[src/rtl/dsss_pkg.sv]
package dsss_pkg;
  localparam int BARKER_LEN = 11;
  localparam int CHIP_IDX_W = $clog2(BARKER_LEN);
  // bit k set: chip k of the spreading word is -1 (inverts the symbol bit)
  localparam logic [BARKER_LEN-1:0] BARKER_INV = 11'b111_0001_0010;

  typedef enum logic {RATE_ONE = 1'b0, RATE_TWO = 1'b1} rate_e;

  typedef struct packed {
    logic                  frameLoad;
    logic                  bitTake;
    logic                  symEnd;
    logic                  chipOn;
    logic [CHIP_IDX_W-1:0] chipIdx;
  } strobe_t;
endpackage

[src/rtl/dsss_ctrl.sv]
module dsss_ctrl
  import dsss_pkg::*;
#(
  parameter int CHIPS = BARKER_LEN
) (
  input  logic    clk,
  input  logic    rstN,
  input  logic    frameStart,
  input  logic    rateSel,
  input  logic    bitValid,
  output logic    bitReady,
  output strobe_t strobe
);
  localparam logic [CHIP_IDX_W-1:0] LAST_IDX = CHIP_IDX_W'(CHIPS - 1);

  logic                  busy;
  logic                  havePrev;
  logic [CHIP_IDX_W-1:0] chipIdx;
  logic                  bitTake;
  logic                  symEnd;

  assign bitReady = !busy && !frameStart;
  assign bitTake  = bitValid && bitReady;
  assign symEnd   = bitTake && ((rate_e'(rateSel) == RATE_ONE) || havePrev);

  always_ff @(posedge clk) begin
    if (!rstN) begin
      busy     <= 1'b0;
      havePrev <= 1'b0;
      chipIdx  <= '0;
    end else if (frameStart) begin
      busy     <= 1'b0;
      havePrev <= 1'b0;
      chipIdx  <= '0;
    end else if (symEnd) begin
      busy     <= 1'b1;
      havePrev <= 1'b0;
      chipIdx  <= '0;
    end else if (bitTake) begin
      havePrev <= 1'b1;
    end else if (busy) begin
      if (chipIdx == LAST_IDX) begin
        busy    <= 1'b0;
        chipIdx <= '0;
      end else begin
        chipIdx <= chipIdx + 1'b1;
      end
    end
  end

  always_comb begin
    strobe.frameLoad = frameStart;
    strobe.bitTake   = bitTake;
    strobe.symEnd    = symEnd;
    strobe.chipOn    = busy;
    strobe.chipIdx   = chipIdx;
  end


  idx_range_chk: assert property (@(posedge clk) disable iff (!rstN)
    busy |-> (chipIdx <= LAST_IDX));

  sym_start_chk: assert property (@(posedge clk) disable iff (!rstN)
    symEnd |=> (busy && chipIdx == '0));

  sym_release_chk: assert property (@(posedge clk) disable iff (!rstN)
    (busy && chipIdx == LAST_IDX) |=> (!busy && bitReady == !frameStart));

  half_pair_chk: assert property (@(posedge clk) disable iff (!rstN)
    (bitTake && !symEnd) |=> !busy);
endmodule

[src/rtl/dsss_dp.sv]
module dsss_dp
  import dsss_pkg::*;
#(
  parameter int SCR_LEN = 7
) (
  input  logic               clk,
  input  logic               rstN,
  input  strobe_t            strobe,
  input  logic               bitData,
  input  logic               rateSel,
  input  logic               rotReverse,
  input  logic               preambleShort,
  input  logic [SCR_LEN-1:0] seedLong,
  input  logic [SCR_LEN-1:0] seedShort,
  input  logic [SCR_LEN-1:0] tapMask,
  output logic               chipValid,
  output logic               chipI,
  output logic               chipQ
);
  logic [SCR_LEN-1:0] scrState;
  logic               scrBit;
  logic               firstBit;
  logic [1:0]         phaseQ;
  logic [1:0]         stepRaw;
  logic [1:0]         step;
  logic               symI;
  logic               symQ;
  logic               chipInv;

  assign scrBit = bitData ^ (^(scrState & tapMask));

  always_comb begin
    if (rate_e'(rateSel) == RATE_ONE) begin
      stepRaw = {scrBit, 1'b0};
    end else begin
      unique case ({firstBit, scrBit})
        2'b00:   stepRaw = 2'd0;
        2'b01:   stepRaw = 2'd1;
        2'b11:   stepRaw = 2'd2;
        default: stepRaw = 2'd3;
      endcase
    end
    step = rotReverse ? (~stepRaw + 2'd1) : stepRaw;
  end

  always_ff @(posedge clk) begin
    if (!rstN) begin
      scrState <= '0;
      firstBit <= 1'b0;
      phaseQ   <= 2'd0;
    end else if (strobe.frameLoad) begin
      scrState <= preambleShort ? seedShort : seedLong;
      firstBit <= 1'b0;
      phaseQ   <= 2'd0;
    end else if (strobe.bitTake) begin
      scrState <= {scrState[SCR_LEN-2:0], scrBit};
      if (strobe.symEnd) phaseQ   <= phaseQ + step;
      else               firstBit <= scrBit;
    end
  end

  assign symI    = phaseQ[1] ^ phaseQ[0];
  assign symQ    = phaseQ[1];
  assign chipInv = BARKER_INV[strobe.chipIdx];

  assign chipValid = strobe.chipOn;
  assign chipI     = symI ^ chipInv;
  assign chipQ     = symQ ^ chipInv;


  frame_phase_chk: assert property (@(posedge clk) disable iff (!rstN)
    strobe.frameLoad |=> (phaseQ == 2'd0 && !chipValid));

  phase_hold_chk: assert property (@(posedge clk) disable iff (!rstN)
    (chipValid && $past(chipValid)) |-> $stable(phaseQ));

  bpsk_equal_chk: assert property (@(posedge clk) disable iff (!rstN)
    (chipValid && rate_e'(rateSel) == RATE_ONE) |-> (chipI == chipQ));
endmodule

[src/rtl/dsss_barker_mod.sv]
module dsss_barker_mod
  import dsss_pkg::*;
#(
  parameter int SCR_LEN = 7
) (
  input  logic               clk,
  input  logic               rstN,
  input  logic               frameStart,
  input  logic               preambleShort,
  input  logic [SCR_LEN-1:0] seedLong,
  input  logic [SCR_LEN-1:0] seedShort,
  input  logic [SCR_LEN-1:0] tapMask,
  input  logic               rateSel,
  input  logic               rotReverse,
  input  logic               bitValid,
  input  logic               bitData,
  output logic               bitReady,
  output logic               chipValid,
  output logic               chipI,
  output logic               chipQ
);
  strobe_t strobe;

  dsss_ctrl #(.CHIPS(BARKER_LEN)) ctrl (
    .clk(clk), .rstN(rstN), .frameStart(frameStart), .rateSel(rateSel),
    .bitValid(bitValid), .bitReady(bitReady), .strobe(strobe)
  );

  dsss_dp #(.SCR_LEN(SCR_LEN)) dp (
    .clk(clk), .rstN(rstN), .strobe(strobe), .bitData(bitData),
    .rateSel(rateSel), .rotReverse(rotReverse), .preambleShort(preambleShort),
    .seedLong(seedLong), .seedShort(seedShort), .tapMask(tapMask),
    .chipValid(chipValid), .chipI(chipI), .chipQ(chipQ)
  );
endmodule

[config.mk]
export PLATFORM = sky130hd
export DESIGN_NAME = dsss_barker_mod
export DESIGN_NICKNAME = d
export VERILOG_FILES = /design/src/rtl/dsss_pkg.sv /design/src/rtl/dsss_ctrl.sv /design/src/rtl/dsss_dp.sv /design/src/rtl/dsss_barker_mod.sv
export SDC_FILE = /design/constraint.sdc
export NUM_CORES = 1
export LEC_CHECK = 0
export ABC_AREA = 0
export BUFFER_PORTS_ARGS = -buffer_cell sky130_fd_sc_hd__buf_2
export CAP_MARGIN = 20
export CORE_AREA = 5 5 53 55
export CTS_CLUSTER_SIZE = 30
export DETAILED_ROUTE_END_ITERATION = 7
export DIE_AREA = 0 0 58 60
export PLACE_DENSITY = 0.9
export SLEW_MARGIN = 20
export SYNTH_ARGS = -nofsm -noshare
export SYNTH_HDL_FRONTEND = slang
export SYNTH_SLANG_ARGS = --single-unit
export TNS_END_PERCENT = 1
[constraint.sdc]
create_clock -name clk -period 3.5 [get_ports clk]
set_input_delay 0.7 -clock clk [delete_from_list [all_inputs] [get_ports clk]]
set_output_delay 0.7 -clock clk [all_outputs]
set_load 0.01 [all_outputs]
==> qor.yml <==
drt:
  first_pass_iters: 4
  routed_antenna_nets: 0
  routed_vias: 1097
  wire_per_inst_um: 11.66
  post-route-drc-count: 0
  drt_iter0_drc: 27
  routed_wirelength_um: 2425
  vias_per_cell: 5.274
critical_path:
  cp_top_family: "XOR/XNOR gates"
  worst-setup-path-type: "in2reg"
  worst_setup_path_end_kind: "flop"
  cp_slowest_stage_delay_ns: 0.34
  capture_point_of_the_worst_reg_to_reg_path: "dp.phaseQ[1]"
  worst_setup_path_start_kind: "input pin"
  timing.critical_path.mode_cell: "sky130_fd_sc_hd__xnor2_1"
  worstRegToRegCells: 12
  critical_path.cell_chain: "buf_2, nand2_1, xor2_1, xnor2_1, xnor2_2, and2_1, nor3_2, ha_1, xnor2_1, nor4_4, nor2_1, mux2i_1, nand4_1"
  timing.rr.start: "dp.scrState[3]"
  arrival_ns: 2.83
  timing.reg2reg.setup_slack_ns: 0.98
  timing.critical_path.buf_inv: 1
  timing.critical_path.slowest_stage_cell: "sky130_fd_sc_hd__xnor2_2"
  cp.required_ns: 3.69
  timing.critical_path.fanout_max: 6
global_route:
  gr-max-usage-layer: "met2"
  grtUsageMet1: 0.1752
  grt_util_met2: 0.2758
  initial_antenna_violation_count: 0
  grt_usage: 0.1532
  grt_remaining_overflow: 0
  grt_start_max_net_pins: 18
  global_route.usage.met3: 0.05400
  first_global_vias: 1020
  grt_pass1_wl_um: 4119
synth:
  synth_seq_cells: 17
  asyncSetResetFlopFracSynth: 0
  synth.yosys.warnings: 0
  synth-edff-count: 0
  synth.lib_cells_used.distinct: 34
  syn_area_per_cell_um2: 7.835
  dominantRegCellSynth: "sky130_fd_sc_hd__dfxtp_1"
  synth_instances: 149
  synth_largest_type_area_fraction: 0.2915
  synth_seq_area_share: 0.2915
  synth_nets: 179
  yosysTopAreaCell: "sky130_fd_sc_hd__dfxtp_1"
  syn-cell-area_mm2: 0.001167
  ys_top_cells_by_area: "sky130_fd_sc_hd__dfxtp_1 (29%), sky130_fd_sc_hd__nand2_1 (12%), sky130_fd_sc_hd__mux2i_1 (8.6%)"
sta:
  maxSlewHeadroom: 0.7051
  post-route-min-period_ns: 2.638
  rsz_0062_raised_after_global_routing: "false"
  holdWs_ns: 0.5471
  finalHoldViolations: 0
  fin_setup_tns_ns: 0
  final-max-slew-violation-count: 0
  setup_violations: 0
  final_min_period_over_clock_period: 0.7537
  maxClockFrequency_mhz: 379.1
  worstMarginPinSlew_ns: 0.4417
  clock-skew-final_ns: 0.01342
die:
  io-pin-count: 33
  die_height_um: 60
  initial_utilization: 0.4984
  row_count: 18
  fp.dieW_um: 58
  fp.coreArea_mm2: 0.002342
  die-area_mm2: 0.003480
cells_and_area:
  fin_cells: 208
  final_nets: 209
  share_of_layout_cells_above_drive_strength_1: 0.2697
  layout.core_utilization: 0.5807
  area_delta_synth_final_pct: 16.51
  num_antenna_cells: 0
  fillers: 233
flow_run:
  maxCapViolations: 0
clock_network:
  tritoncts.num_buffers: 3
  post_cts.resized_instances: 0
  sink_count: 17
  worst_skew_pair.late_latency_ns: 0.30
  path_clk_slew_ns: 0.11
  clk_root_buffer_cell: "sky130_fd_sc_hd__clkbuf_4"
  postCtsSetupBuffers: 0
  clock_tree_from_tritoncts: "built"
  clockBufferDepth: 2
  cts_hold_buffers: 0
  htreeDepth: 1
placement:
  portBuffers: 32
  cell_total_after_placement: 204
  gp_congestion: 0.8292
  dpl.hpwl_um: 1879
pwr:
  power.density_cell_area_mw_per_mm2: 314.1
  cell_leakage_power_nw: 0.6602
  ir_worst_vdd_uv: 319.2
hold_path:
  hp-start: "ctrl.chipIdx[3]"
  holdCritPathClass: "reg2reg"
  hold_path_end: "ctrl.chipIdx[3]"
  min_path_cells: 2
run_status:
  run_status: "finished, final reports clean"
-- worst max-delay path by stage --
stage / cells past startpoint / endpoint / slack, ns / from
after floorplan: 12 / dp.phaseQ[1] / 0.88 / tapMask[6]
after global placement: 13 / dp.phaseQ[1] / 0.67 / tapMask[1]
after detailed placement: 13 / dp.phaseQ[1] / 0.57 / tapMask[1]
after CTS: 13 / dp.phaseQ[1] / 0.88 / tapMask[1]
after global routing: 13 / dp.phaseQ[1] / 0.69 / tapMask[1]
final: 13 / dp.phaseQ[1] / 0.86 / tapMask[0]
-- worst reg2reg max path, delay by kind of cell, from the launching register on --
family                     cells  cell delay, ns
adders and majority gates      1            0.24
xor gates and xnor gates       4            0.86
DFF                            1            0.39
muxes                          1            0.13
and+or+nand+nor                6            0.80
-- flip-flops by register name, indices dropped and copies added, names as in the netlist --
| name | count |
|---|---|
| dp.scrState | 7 |
| dp.phaseQ | 2 |
| ctrl.chipIdx | 4 |
| dp.firstBit | 1 |
| dp.chipInv | 1 |
| ctrl.busy | 1 |
| ctrl.havePrev | 1 |
-- layer usage --
metal	vias to the layer above	part of all wire
met5	-	0
met4	0	0.0070
met3	2	0.063
met2	29	0.52
met1	497	0.41
li1	569	-
-- where the power goes --
part / total [W] / switching (W) / internal [W]
Clock: 0.000106 / 0.0000620 / 0.0000443
Sequential: 0.000211 / 0.00000895 / 0.000202
Combinational: 0.000110 / 0.0000569 / 0.0000530
-- area by class of cell --
type / instances / area [µm²] / share of cell area
multi-input combinational: 122 / 784.5 / 0.5768
tap: 30 / 37.54 / 0.02760
sequential: 17 / 340.3 / 0.2502
clock buffer: 4 / 26.28 / 0.01932
inverter: 3 / 11.26 / 0.008280
timing repair buffer: 32 / 160.2 / 0.1178
-- cells in the mapped netlist (2+ instances only) --
cell	instances
sky130_fd_sc_hd__and2_1	2
sky130_fd_sc_hd__xor2_1	5
sky130_fd_sc_hd__dfxtp_1	17
sky130_fd_sc_hd__nand2_1	38
sky130_fd_sc_hd__nor2b_1	4
sky130_fd_sc_hd__nand3_1	3
sky130_fd_sc_hd__nand2_2	3
sky130_fd_sc_hd__xnor2_2	3
sky130_fd_sc_hd__o211a_1	6
sky130_fd_sc_hd__mux2_2	2
sky130_fd_sc_hd__inv_1	3
sky130_fd_sc_hd__clkbuf_1	5
sky130_fd_sc_hd__nor2_1	12
sky130_fd_sc_hd__a21oi_1	5
sky130_fd_sc_hd__mux2i_1	10
sky130_fd_sc_hd__nor3_1	4
sky130_fd_sc_hd__nand2b_1	2
sky130_fd_sc_hd__xnor2_1	3
sky130_fd_sc_hd__o21ai_0	6
sky130_fd_sc_hd__nor4_1	2
-- metrics by stage --
stage / worst slack [ns] / total power (W) / instance area, µm²
floorplan: 0.8758 / 0.0002948 / 1167
global placement: 0.6705 / 0.0003219 / 1334
detailed placement: 0.5745 / 0.0003247 / 1334
CTS: 0.8830 / 0.0004326 / 1360
global route: 0.6931 / 0.0004579 / 1360
finish: 0.8621 / 0.0004273 / 1360
-- cells by family (layout without fill, tap and decap cells) --
| kind of cell | after synthesis | after routing | synth area share |
|---|---|---|---|
| compound gates | 20 | 20 | 0.1254 |
| xor+xnor | 11 | 11 | 0.1018 |
| fa+ha+maj | 1 | 1 | 0.01072 |
| buf+inv | 10 | 39 | 0.03644 |
| flops | 17 | 17 | 0.2915 |
| mux | 12 | 12 | 0.1050 |
| simple gates | 78 | 78 | 0.3290 |
-- cell usage in the layout (no fill, tap or decap), drive strengths merged, types with 4 or more instances in the layout --
cell type and n:
mux2i 10, a21oi 5, o211a 6, nor2b 4, xnor2 6, o21ai 7, dfxtp 17, buf 32
nand2 41, nor3 5, clkbuf 4, nor2 13, xor2 5
(Power assumes the default switching activity.)
